==> config.mk <==
export PLATFORM = sky130hd
export DESIGN_NAME = lanepack_unit
export DESIGN_NICKNAME = d
export VERILOG_FILES = /design/src/rtl/lanepack_pkg.sv /design/src/rtl/lane_insert.sv /design/src/rtl/lane_gather.sv /design/src/rtl/imm_build.sv /design/src/rtl/lanepack_unit.sv
export SDC_FILE = /design/constraint.sdc
export NUM_CORES = 1
export LEC_CHECK = 0
export BUFFER_PORTS_ARGS = -buffer_cell sky130_fd_sc_hd__buf_4
export CAP_MARGIN = 25
export CORE_MARGIN = 5
export CORE_UTILIZATION = 55
export DETAILED_ROUTE_END_ITERATION = 10
export PLACE_DENSITY = 0.85
export SYNTH_ARGS = -nofsm -noshare
export SYNTH_HDL_FRONTEND = slang
export SYNTH_HIERARCHICAL = 1
export SYNTH_SLANG_ARGS = --single-unit
==> constraint.sdc <==
create_clock -name vclk -period 20.7
set_input_delay 4.14 -clock vclk [all_inputs]
set_output_delay 4.14 -clock vclk [all_outputs]
set_load 0.02 [all_outputs]
==> src/rtl/lanepack_pkg.sv <==
`timescale 1ns/1ps
package lanepack_pkg;

    localparam int unsigned OP_W = 2;

    typedef enum logic [OP_W-1:0] {
        OP_INSERT  = 2'd0,
        OP_GATHER  = 2'd1,
        OP_LDIMM   = 2'd2,
        OP_SHIFTIN = 2'd3
    } lane_op_e;

    // Bits needed to hold the sum of all lanes at their maximum value.
    function automatic int unsigned gather_width(int unsigned lane_w, int unsigned lanes);
        return lane_w + ((lanes > 1) ? $clog2(lanes) : 0);
    endfunction

endpackage

==> src/rtl/lane_insert.sv <==
`timescale 1ns/1ps
module lane_insert #(
    parameter int unsigned LANE_W = 8,
    parameter int unsigned LANES  = 4,
    localparam int unsigned DATA_W = LANE_W * LANES
) (
    input  logic [DATA_W-1:0] dst_i,
    input  logic [LANE_W-1:0] fill_i,
    input  logic [LANES-1:0]  mask_i,
    output logic [DATA_W-1:0] word_o
);

    for (genvar g = 0; g < LANES; g++) begin : g_lane
        assign word_o[g*LANE_W +: LANE_W] = mask_i[g] ? fill_i : dst_i[g*LANE_W +: LANE_W];
    end

endmodule

==> src/rtl/lane_gather.sv <==
`timescale 1ns/1ps
module lane_gather
    import lanepack_pkg::*;
#(
    parameter int unsigned LANE_W = 8,
    parameter int unsigned LANES  = 4,
    localparam int unsigned DATA_W = LANE_W * LANES,
    localparam int unsigned SUM_W  = gather_width(LANE_W, LANES)
) (
    input  logic [DATA_W-1:0] src_i,
    input  logic [LANES-1:0]  mask_i,
    output logic [DATA_W-1:0] sum_o
);

    logic [SUM_W-1:0] acc;

    always_comb begin
        acc = '0;
        for (int i = 0; i < LANES; i++) begin
            if (mask_i[i]) begin
                acc = acc + SUM_W'(src_i[i*LANE_W +: LANE_W]);
            end
        end
    end

    assign sum_o = DATA_W'(acc);

endmodule

==> src/rtl/imm_build.sv <==
`timescale 1ns/1ps
module imm_build #(
    parameter int unsigned DATA_W = 32,
    parameter int unsigned IMM_W  = 8,
    localparam int unsigned EXT_W = DATA_W - IMM_W
) (
    input  logic [DATA_W-1:0] dst_i,
    input  logic [IMM_W-1:0]  imm_i,
    input  logic              shift_in_i,
    output logic [DATA_W-1:0] word_o
);

    logic [DATA_W-1:0] sext;
    logic [DATA_W-1:0] shifted;

    assign sext    = {{EXT_W{imm_i[IMM_W-1]}}, imm_i};
    assign shifted = {dst_i[EXT_W-1:0], imm_i};
    assign word_o  = shift_in_i ? shifted : sext;

endmodule

==> src/rtl/lanepack_unit.sv <==
`timescale 1ns/1ps
module lanepack_unit
    import lanepack_pkg::*;
#(
    parameter int unsigned LANE_W = 8,
    parameter int unsigned LANES  = 4,
    parameter int unsigned IMM_W  = 8,
    localparam int unsigned DATA_W = LANE_W * LANES
) (
    input  logic [OP_W-1:0]   op_i,
    input  logic [DATA_W-1:0] dst_i,
    input  logic [DATA_W-1:0] src_i,
    input  logic [LANES-1:0]  mask_i,
    input  logic [IMM_W-1:0]  imm_i,
    output logic [DATA_W-1:0] result_o
);

    lane_op_e          op;
    logic [DATA_W-1:0] ins_word;
    logic [DATA_W-1:0] gat_word;
    logic [DATA_W-1:0] imm_word;

    assign op = lane_op_e'(op_i);

    lane_insert #(.LANE_W(LANE_W), .LANES(LANES)) u_insert (
        .dst_i  (dst_i),
        .fill_i (src_i[LANE_W-1:0]),
        .mask_i (mask_i),
        .word_o (ins_word)
    );

    lane_gather #(.LANE_W(LANE_W), .LANES(LANES)) u_gather (
        .src_i  (src_i),
        .mask_i (mask_i),
        .sum_o  (gat_word)
    );

    imm_build #(.DATA_W(DATA_W), .IMM_W(IMM_W)) u_imm (
        .dst_i      (dst_i),
        .imm_i      (imm_i),
        .shift_in_i (op == OP_SHIFTIN),
        .word_o     (imm_word)
    );

    always_comb begin
        unique case (op)
            OP_INSERT: result_o = ins_word;
            OP_GATHER: result_o = gat_word;
            default:   result_o = imm_word;
        endcase
    end

endmodule

==> results of run 1 <==
==> worst min-delay path: cells and delay by family <==
family	cells	cell delay, ns
compound gates	1	0.06
buf+inv	2	0.21
simple gates	1	0.04
==> cells in the mapped netlist, drive strengths merged, types with 2 or more instances <==
master,number
a2111o,2
a211oi,6
a21o,8
a21oi,17
a22oi,2
a311oi,2
a31oi,2
and2,7
buf,52
clkbuf,3
fa,3
ha,23
inv,15
mux2,64
mux2i,34
nand2,48
nand2b,2
nand3,3
nor2,18
nor2b,5
nor3,3
o21a,9
o21ai,46
o21bai,4
o221ai,2
o22ai,2
o31a,2
o31ai,3
xnor2,6
xor2,6
==> power by group through the flow <==
stage	sequential, mW	clock (mW)	combinational, mW
2_1_floorplan	0	0	0.103
3_3_place_gp	0	0	0.133
3_5_place_dp	0	0	0.136
4_1_cts	0	0	0.137
5_1_grt	0	0	0.150
6_report	0	0	0.138
==> area by class of cell <==
class	count	area [um2]
Multi-Input combinational cell	361	2910
Fill cell	506	2030
Timing Repair Buffer	111	833
Tap cell	75	93.8
Inverter	15	56.3
==> final timing paths <==
path | startpoint | to | slack, ns | cells after the start
worst max-delay path | mask_i[0] | result_o[9] | 7.80 | 25
worst min-delay path | imm_i[0] | result_o[0] | 8.60 | 4
==> per-stage QoR <==
stage / utilization [%] / cell area, um2 / hold WS (ns)
2_1_floorplan: - / 3430 / 8.58
3_3_place_gp: 65.7 / 3890 / 8.60
3_5_place_dp: 65.7 / 3890 / 8.60
4_1_cts: 65.7 / 3890 / 8.60
5_1_grt: 65.7 / 3890 / 8.61
6_report: 65.7 / 3890 / 8.60
==> routing by layer <==
metal | vias to the layer above | wire length, um | GRT usage (%)
met2 | 95 | 4270 | 36.2
met1 | 1411 | 3890 | 28.9
li1 | 1584 | - | -
met5 | - | 0 | 0
met4 | 0 | 146 | 3.71
met3 | 14 | 511 | 1.41
==> kinds of logic (layout without fill, tap and decap cells) <==
| group | Yosys count | count (layout) | share of synthesized area [%] |
|---|---|---|---|
| other cells | 1 | 22 | 0.112 |
| simple gates | 89 | 89 | 11.6 |
| compound gates | 113 | 113 | 21.4 |
| fa+ha+maj | 27 | 27 | 10.7 |
| mux | 98 | 98 | 37.5 |
| xor+xnor | 12 | 12 | 3.14 |
| buf+inv | 70 | 126 | 15.5 |
==> impl_metrics.tcl, run 1 <==
set metrics [dict create \
    worstPathRequired_ns 16.56 \
    syn_area_per_cell_um2 8.17 \
    synth_top_area_cell "mux2_4" \
    die_w_um 88.0 \
    critPathLaunchType "input port" \
    power_uw 138 \
    setup_ws_ns 7.80 \
    grt-ovfl-total 0 \
    die_y_um 88.0 \
    routed_wl_um 8820 \
    drive_above_1_share_pct 37.4 \
    io_pins 110 \
    fin_nets 593 \
    p_seq_share_pct 0 \
    synthCells 410 \
    setup_viol 0 \
    synth_warnings 6 \
    dpl.hpwl_um 7180 \
    num_antenna_cells 0 \
    ant_nets 0 \
    vias 3104 \
    slew_headroom_pct 60.3 \
    grt_usage_pct 21.0 \
    max_cap_violations 0 \
    io_buffers 110 \
    cts_resized 0 \
    postCtsSetupBuffers 0 \
    yosys-top-cells-area "mux2_4 (23%), mux2i_1 (10%), ha_1 (8.6%)" \
    register_area_um2 0 \
    leakage_nw 2.02 \
    crit_type "in2out" \
    comb_power_share_pct 100.0 \
    ys_seq_area_share_pct 0 \
    hold_class "in2out" \
    power_switching_share_pct 50.6 \
    die_area_um2 7750 \
    crit_slowest_cell "a2111o_1" \
    syn_area_um2 3350 \
    ctsHoldBuffers 0 \
    worstPathMaxFanout 18 \
    drtIter0Drc 164 \
    cp_num_buf_inv 3 \
    internal_power_uw 67.9 \
    p_switching_uw 69.7 \
    final_cell_mix "buf_4 (111), mux2_4 (52), nand2_1 (48)" \
    crit_path_frequent_cell "ha_1" \
    finalMaxSlewViolations 0 \
    ys_types 48 \
    grt_pass1_wl_um 13400 \
    clock_buffers 0 \
    rsz0062_at_grt "no" \
    post_drt_wl_per_cell_um 15.7 \
    finalCritPeriodShare_pct 62.3 \
    grt_pass1_vias 2818 \
    layout.cells.non_filler 562 \
    fmax_ghz 0.0775 \
    drc 0 \
    peakVddDrop_v 0.0000174 \
    slowest_delay_ns 0.45 \
    worstMarginPinSlew_ns 0.595 \
    p_per_area_nw_per_um2 35.3 \
    cp_top_family "compound AO/OA/AOI/OAI gates" \
    final.setup.tns_ns 0 \
    min_period_ns 12.90 \
    hold_viol 0 \
    rows 28 \
    antenna_found_initial 0 \
    critPathCaptureType "output pin" \
    core_area_um2 5920 \
    seq_cell_count 0 \
    grt_max_degree 66 \
    outcome "finished clean" \
    worstPathArrival_ns 8.76 \
    drt_first_pass_iters 4 \
    start_util_pct 56.6 \
    clockPowerShare_pct 0 \
    via_per_inst 5.52 \
    syn_to_final_growth_pct 16.3 \
    layout_commonest_cell "buf_4" \
    yosysTopAreaCellShare_pct 23.3 \
    place_inst 562 \
    gp_congestion 0.843 \
    dp_slack_ns 7.84 \
]
No activity file was read; power rests on OpenSTA's default activity.
==> run 2, diff against run 1 <==
--- a/config.mk
+++ b/config.mk
@@ -5,12 +5,13 @@
 export SDC_FILE = /design/constraint.sdc
 export NUM_CORES = 1
 export LEC_CHECK = 0
+export ABC_AREA = 1
 export BUFFER_PORTS_ARGS = -buffer_cell sky130_fd_sc_hd__buf_4
 export CAP_MARGIN = 25
 export CORE_MARGIN = 5
-export CORE_UTILIZATION = 55
+export CORE_UTILIZATION = 48
 export DETAILED_ROUTE_END_ITERATION = 10
-export PLACE_DENSITY = 0.85
+export PLACE_DENSITY = 0.8
 export SYNTH_ARGS = -nofsm -noshare
 export SYNTH_HDL_FRONTEND = slang
 export SYNTH_HIERARCHICAL = 1
==> constraint.sdc (replaced) <==
create_clock -name vclk -period 11.65
set_input_delay 2.33 -clock vclk [all_inputs]
set_output_delay 2.33 -clock vclk [all_outputs]
set_load 0.02 [all_outputs]
==> run 2 against run 1 <==
Sequential share of layout area unchanged. Via count rose by 24%. Critical path depth up 2. Flip-flop and latch count did not move. Largest power group unchanged. Design area decreased by 7.0%. Area after synthesis is 7.8% lower. Utilization is 8.4 points lower. Synthesized cell count rose by 46%. Total power rose by 55%. Clock-buffer cell count did not move. Wire length grew 13%.
==> impl_metrics.tcl, run 2 <==
set metrics [dict create \
    worstMarginPinSlew_ns 0.720 \
    worstPathRequired_ns 9.32 \
    fin_nets 778 \
    finalMaxSlewViolations 0 \
    leakage_nw 2.23 \
    crit_path_frequent_cell "nand2_1" \
    setup_ws_ns 2.79 \
    syn_to_final_growth_pct 17.4 \
    core_area_um2 6310 \
    die_area_um2 8130 \
    fin_util_pct 57.4 \
    seq_cell_count 0 \
    syn_area_per_cell_um2 5.15 \
    post_drt_wl_per_cell_um 13.3 \
    holdCritStartpoint "imm_i[6]" \
    vias 3846 \
    gp_congestion 0.915 \
    die_y_um 90.2 \
    ys_seq_area_share_pct 0 \
    grt_busiest_layer "met2" \
    worstPathArrival_ns 6.53 \
    crit_slowest_cell "fa_1" \
    crit_type "in2out" \
    grt_max_degree 36 \
    fill_cells 700 \
    drc 0 \
    grt_pass1_vias 3716 \
    yosys-top-cells-area "nand2_1 (36%), nand3_1 (14%), ha_1 (9.3%)" \
    grt-ovfl-total 0 \
    rows 29 \
    antenna_found_initial 0 \
    gr-usage-met2_pct 43.0 \
    drt_first_pass_iters 4 \
    ant_nets 0 \
    critPathLaunchType "input port" \
    slew_headroom_pct 51.9 \
    final_cell_mix "nand2_1 (295), buf_4 (110), nand3_1 (87)" \
    drtIter0Drc 301 \
    min_period_ns 8.86 \
    io_pins 110 \
    die_w_um 90.2 \
    hold_end "result_o[6]" \
    layout_commonest_cell "nand2_1" \
    power_uw 214 \
    peakVddDrop_v 0.0000341 \
    worstPathMaxFanout 19 \
    outcome "finished clean" \
    synth_warnings 6 \
    ys_types 33 \
    cts_resized 0 \
    routed_wl_um 9970 \
    whs_ns 4.98 \
    rsz0062_at_grt "no" \
    drive_above_1_share_pct 20.1 \
    dp_slack_ns 2.88 \
    grtUsageMet1_pct 28.9 \
    hold_viol 0 \
    met3_usage_pct 2.34 \
    register_area_um2 0 \
    yosysMostFrequentCell "nand2_1" \
    ctsHoldBuffers 0 \
    ys_top_cells_by_count "nand2_1 (295), nand3_1 (87), inv_1 (42)" \
    num_antenna_cells 0 \
    synthCells 599 \
    io_buffers 110 \
    hold_class "in2out" \
    setup_viol 0 \
    slowest_delay_ns 0.43 \
    start_util_pct 48.9 \
    whs_path_depth 4 \
    syn_area_um2 3090 \
    critPathCaptureType "output pin" \
    via_per_inst 5.13 \
    clock_buffers 0 \
    dpl.hpwl_um 8080 \
    max_cap_violations 0 \
    synth_top_area_cell "nand2_1" \
    fmax_ghz 0.113 \
    grt_pass1_wl_um 16800 \
    p_per_area_nw_per_um2 59.0 \
    postCtsSetupBuffers 0 \
    final.setup.tns_ns 0 \
    yosysTopAreaCellShare_pct 35.9 \
    grt_usage_pct 23.5 \
    finalCritPeriodShare_pct 76.1 \
]
==> run 2: changes by cell type after synthesis, moves of 7 or more <==
| cell | change |
|---|---|
| inv_1 | +28 |
| nor2_1 | -13 |
| buf_6 | +9 |
| o21a_1 | -8 |
| nand3_1 | +84 |
| nand2_1 | +247 |
| o21ai_1 | -31 |
| a21o_1 | -8 |
| mux2_4 | -52 |
| mux2i_1 | -34 |
| mux2_2 | -12 |
| inv_2 | +7 |
==> run 2: critical path, delay by kind of cell <==
kind | cells | cell delay (ns)
and+or+nand+nor | 15 | 1.55
adders and majority gates | 4 | 1.41
AOI/OAI and AO/OA | 3 | 0.65
buffers and inverters | 5 | 0.58
==> run 2: metrics by stage <==
step           area, um2  cells
2_1_floorplan       3160    620
3_3_place_gp        3620    749
3_5_place_dp        3620    749
4_1_cts             3620    749
5_1_grt             3620    749
6_report            3620    749
==> run 2: worst max path at each step <==
stage	from	endpoint	cells after the start	slack [ns]
after floorplan	mask_i[0]	result_o[9]	27	3.43
after global placement	mask_i[0]	result_o[9]	28	3.04
after detailed placement	mask_i[0]	result_o[9]	27	2.88
after CTS	mask_i[0]	result_o[9]	27	2.87
after global routing	mask_i[0]	result_o[8]	33	2.38
final	mask_i[0]	result_o[9]	27	2.79
==> run 2: cells by family (layout without fill, tap and decap cells) <==
| group | after synthesis | after routing | share of synthesized area (%) |
|---|---|---|---|
| and+or+nand+nor | 412 | 412 | 57.1 |
| xor gates and xnor gates | 9 | 9 | 2.55 |
| AOI/OAI and AO/OA | 43 | 43 | 7.75 |
| buffers and inverters | 108 | 160 | 21.2 |
| other | 1 | 22 | 0.122 |
| adders and majority gates | 26 | 26 | 11.3 |
==> run 2: area by class of cell <==
| class | count | area, um2 | area share [%] |
|---|---|---|---|
| inverters | 50 | 188 | 5.18 |
| repair buffers | 110 | 826 | 22.8 |
| multi-input cells | 512 | 2510 | 69.4 |
| well taps | 77 | 96.3 | 2.66 |
==> run 2: where the power goes <==
| group | switching, mW | internal, mW |
|---|---|---|
| Sequential | 0 | 0 |
| Clock | 0 | 0 |
| Combinational | 0.128 | 0.0860 |
| Total | 0.128 | 0.0860 |
==> run 2: layer usage <==
metal / routed length, um / vias to the layer above
met1: 4270 / 1685
met4: 304 / 0
met2: 4810 / 140
li1: - / 1999
met3: 578 / 22
met5: 0 / -
==> run 3, diff against run 2 <==
--- a/config.mk
+++ b/config.mk
@@ -5,11 +5,11 @@
 export SDC_FILE = /design/constraint.sdc
 export NUM_CORES = 1
 export LEC_CHECK = 0
-export ABC_AREA = 1
+export ABC_AREA = 0
 export BUFFER_PORTS_ARGS = -buffer_cell sky130_fd_sc_hd__buf_4
 export CAP_MARGIN = 25
 export CORE_MARGIN = 5
-export CORE_UTILIZATION = 48
+export CORE_UTILIZATION = 49
 export DETAILED_ROUTE_END_ITERATION = 10
 export PLACE_DENSITY = 0.8
 export SYNTH_ARGS = -nofsm -noshare
==> constraint.sdc (replaced) <==
create_clock -name vclk -period 8.08
set_input_delay 1.616 -clock vclk [all_inputs]
set_output_delay 1.616 -clock vclk [all_outputs]
set_load 0.02 [all_outputs]
==> run 3 against run 2 <==
Clock-buffer cell count unchanged. Via count fell by 18%. Total power increased by 67%. Largest power group unchanged.
==> impl_metrics.tcl, run 3 (synthesis gave the netlist of run 1 again) <==
set metrics [dict create \
    layout.cells.non_filler 567 \
    drive_above_1_share_pct 38.0 \
    leakage_nw 2.02 \
    seq_cell_count 0 \
    hold_viol 0 \
    slew_headroom_pct 60.0 \
    crit_type "in2out" \
    grt-ovfl-total 0 \
    peakVddDrop_v 0.0000326 \
    antenna_found_initial 0 \
    fill_cells 611 \
    io_pins 110 \
    grt_usage_pct 19.8 \
    gp_congestion 0.917 \
    grt_pass1_vias 3008 \
    outcome "finished clean" \
    start_util_pct 49.8 \
    post_drt_wl_per_cell_um 16.1 \
    io_buffers 110 \
    place_area_um2 3900 \
    multiInputGateArea_um2 2920 \
    place_inst 567 \
    p_per_area_nw_per_um2 91.2 \
    worstMarginPinSlew_ns 0.599 \
    dpl.hpwl_um 7330 \
    finalMaxSlewViolations 0 \
    register_area_um2 0 \
    die_w_um 92.7 \
    ant_nets 0 \
    core_area_um2 6720 \
    grt_pass1_wl_um 14300 \
    holdCritStartpoint "imm_i[1]" \
    fin_nets 593 \
    num_antenna_cells 0 \
    max_cap_violations 0 \
    p_switching_uw 182 \
    worstPathMaxFanout 18 \
    whs_path_depth 4 \
    worstPathRequired_ns 6.46 \
    vias 3156 \
    rows 30 \
    whs_ns 3.55 \
    finalCritPeriodShare_pct 94.6 \
    fmax_ghz 0.131 \
    min_period_ns 7.64 \
    via_per_inst 5.57 \
    drc 0 \
    hold_class "in2out" \
    grt_max_degree 66 \
    p_seq_share_pct 0 \
    critPathLaunchType "input port" \
    final.setup.tns_ns 0 \
    power_switching_share_pct 51.0 \
    die_area_um2 8590 \
    layout_commonest_cell "buf_4" \
    critPathCaptureType "output pin" \
    rsz0062_at_grt "no" \
    design_area_um2 3910 \
    drt_first_pass_iters 4 \
    final_cell_mix "buf_4 (110), mux2_4 (52), nand2_1 (48)" \
    comb_power_share_pct 100.0 \
    clock_buffers 0 \
    setup_viol 0 \
    die_y_um 92.7 \
    routed_wl_um 9130 \
    power_uw 357 \
    worstPathArrival_ns 6.03 \
    drtIter0Drc 128 \
    syn_to_final_growth_pct 16.9 \
    internal_power_uw 175 \
    clockPowerShare_pct 0 \
    hold_end "result_o[1]" \
]
run 3: routing by layer:
layer	vias to the layer above	GRT usage, %	routed length, um
met1	1469	25.8	4000
met5	-	0	0
li1	1583	-	-
met4	0	3.17	131
met3	10	1.79	469
met2	94	36.0	4530
run 3: power groups by stage:
stage | registers (mW) | clock network, mW | logic [mW]
after global routing | 0 | 0 | 0.388
final | 0 | 0 | 0.357
after CTS | 0 | 0 | 0.352
after floorplan | 0 | 0 | 0.264
after detailed placement | 0 | 0 | 0.351
after global placement | 0 | 0 | 0.342
run 3: cell type report:
type	count	area share (%)
Tap cell	80	2.56
Inverter	15	1.44
Timing Repair Buffer	111	21.4
Multi-Input combinational cell	361	74.6
run 3: worst max-delay path, cell delays in order:
cell and delay, ns:
buf_6 0.14, nand2_1 0.13, inv_1 0.06, ha_1 0.27, a21o_1 0.19, a21o_1 0.20
maj3_2 0.33, a2111o_1 0.45, nand3_1 0.09, ha_1 0.20, o21a_1 0.16, o21ai_2 0.07
a22o_1 0.20, a211oi_1 0.22, a22oi_1 0.13, ha_1 0.35, a21oi_1 0.18, nor2_1 0.05
a31o_2 0.22, nor2b_1 0.13, a21oi_1 0.15, o22ai_1 0.09, mux2i_1 0.15, o21ai_1 0.07
buf_4 0.18
run 3: worst max path at each step:
stage | startpoint | to | slack, ns
2_1_floorplan | mask_i[0] | result_o[9] | 0.79
3_3_place_gp | mask_i[0] | result_o[9] | 0.49
3_5_place_dp | mask_i[0] | result_o[9] | 0.34
4_1_cts | mask_i[0] | result_o[9] | 0.33
5_1_grt | mask_i[0] | result_o[9] | 0.03
6_report | mask_i[0] | result_o[9] | 0.44
run 3: repair_timing:
item / CTS / global route
setup buffers: 0 / 0
gates resized for setup: 0 / 4
hold buffers: 0 / 0
hold endpoints to repair: 0 / 0
endpoints found under the setup margin: 0 / 2
run 3: metrics by stage:
step / util, % / worst slack, ns
after floorplan: - / 0.786
after global placement: 58.0 / 0.489
after detailed placement: 58.0 / 0.337
after CTS: 58.0 / 0.328
after global routing: 58.2 / 0.0345
final: 58.2 / 0.435
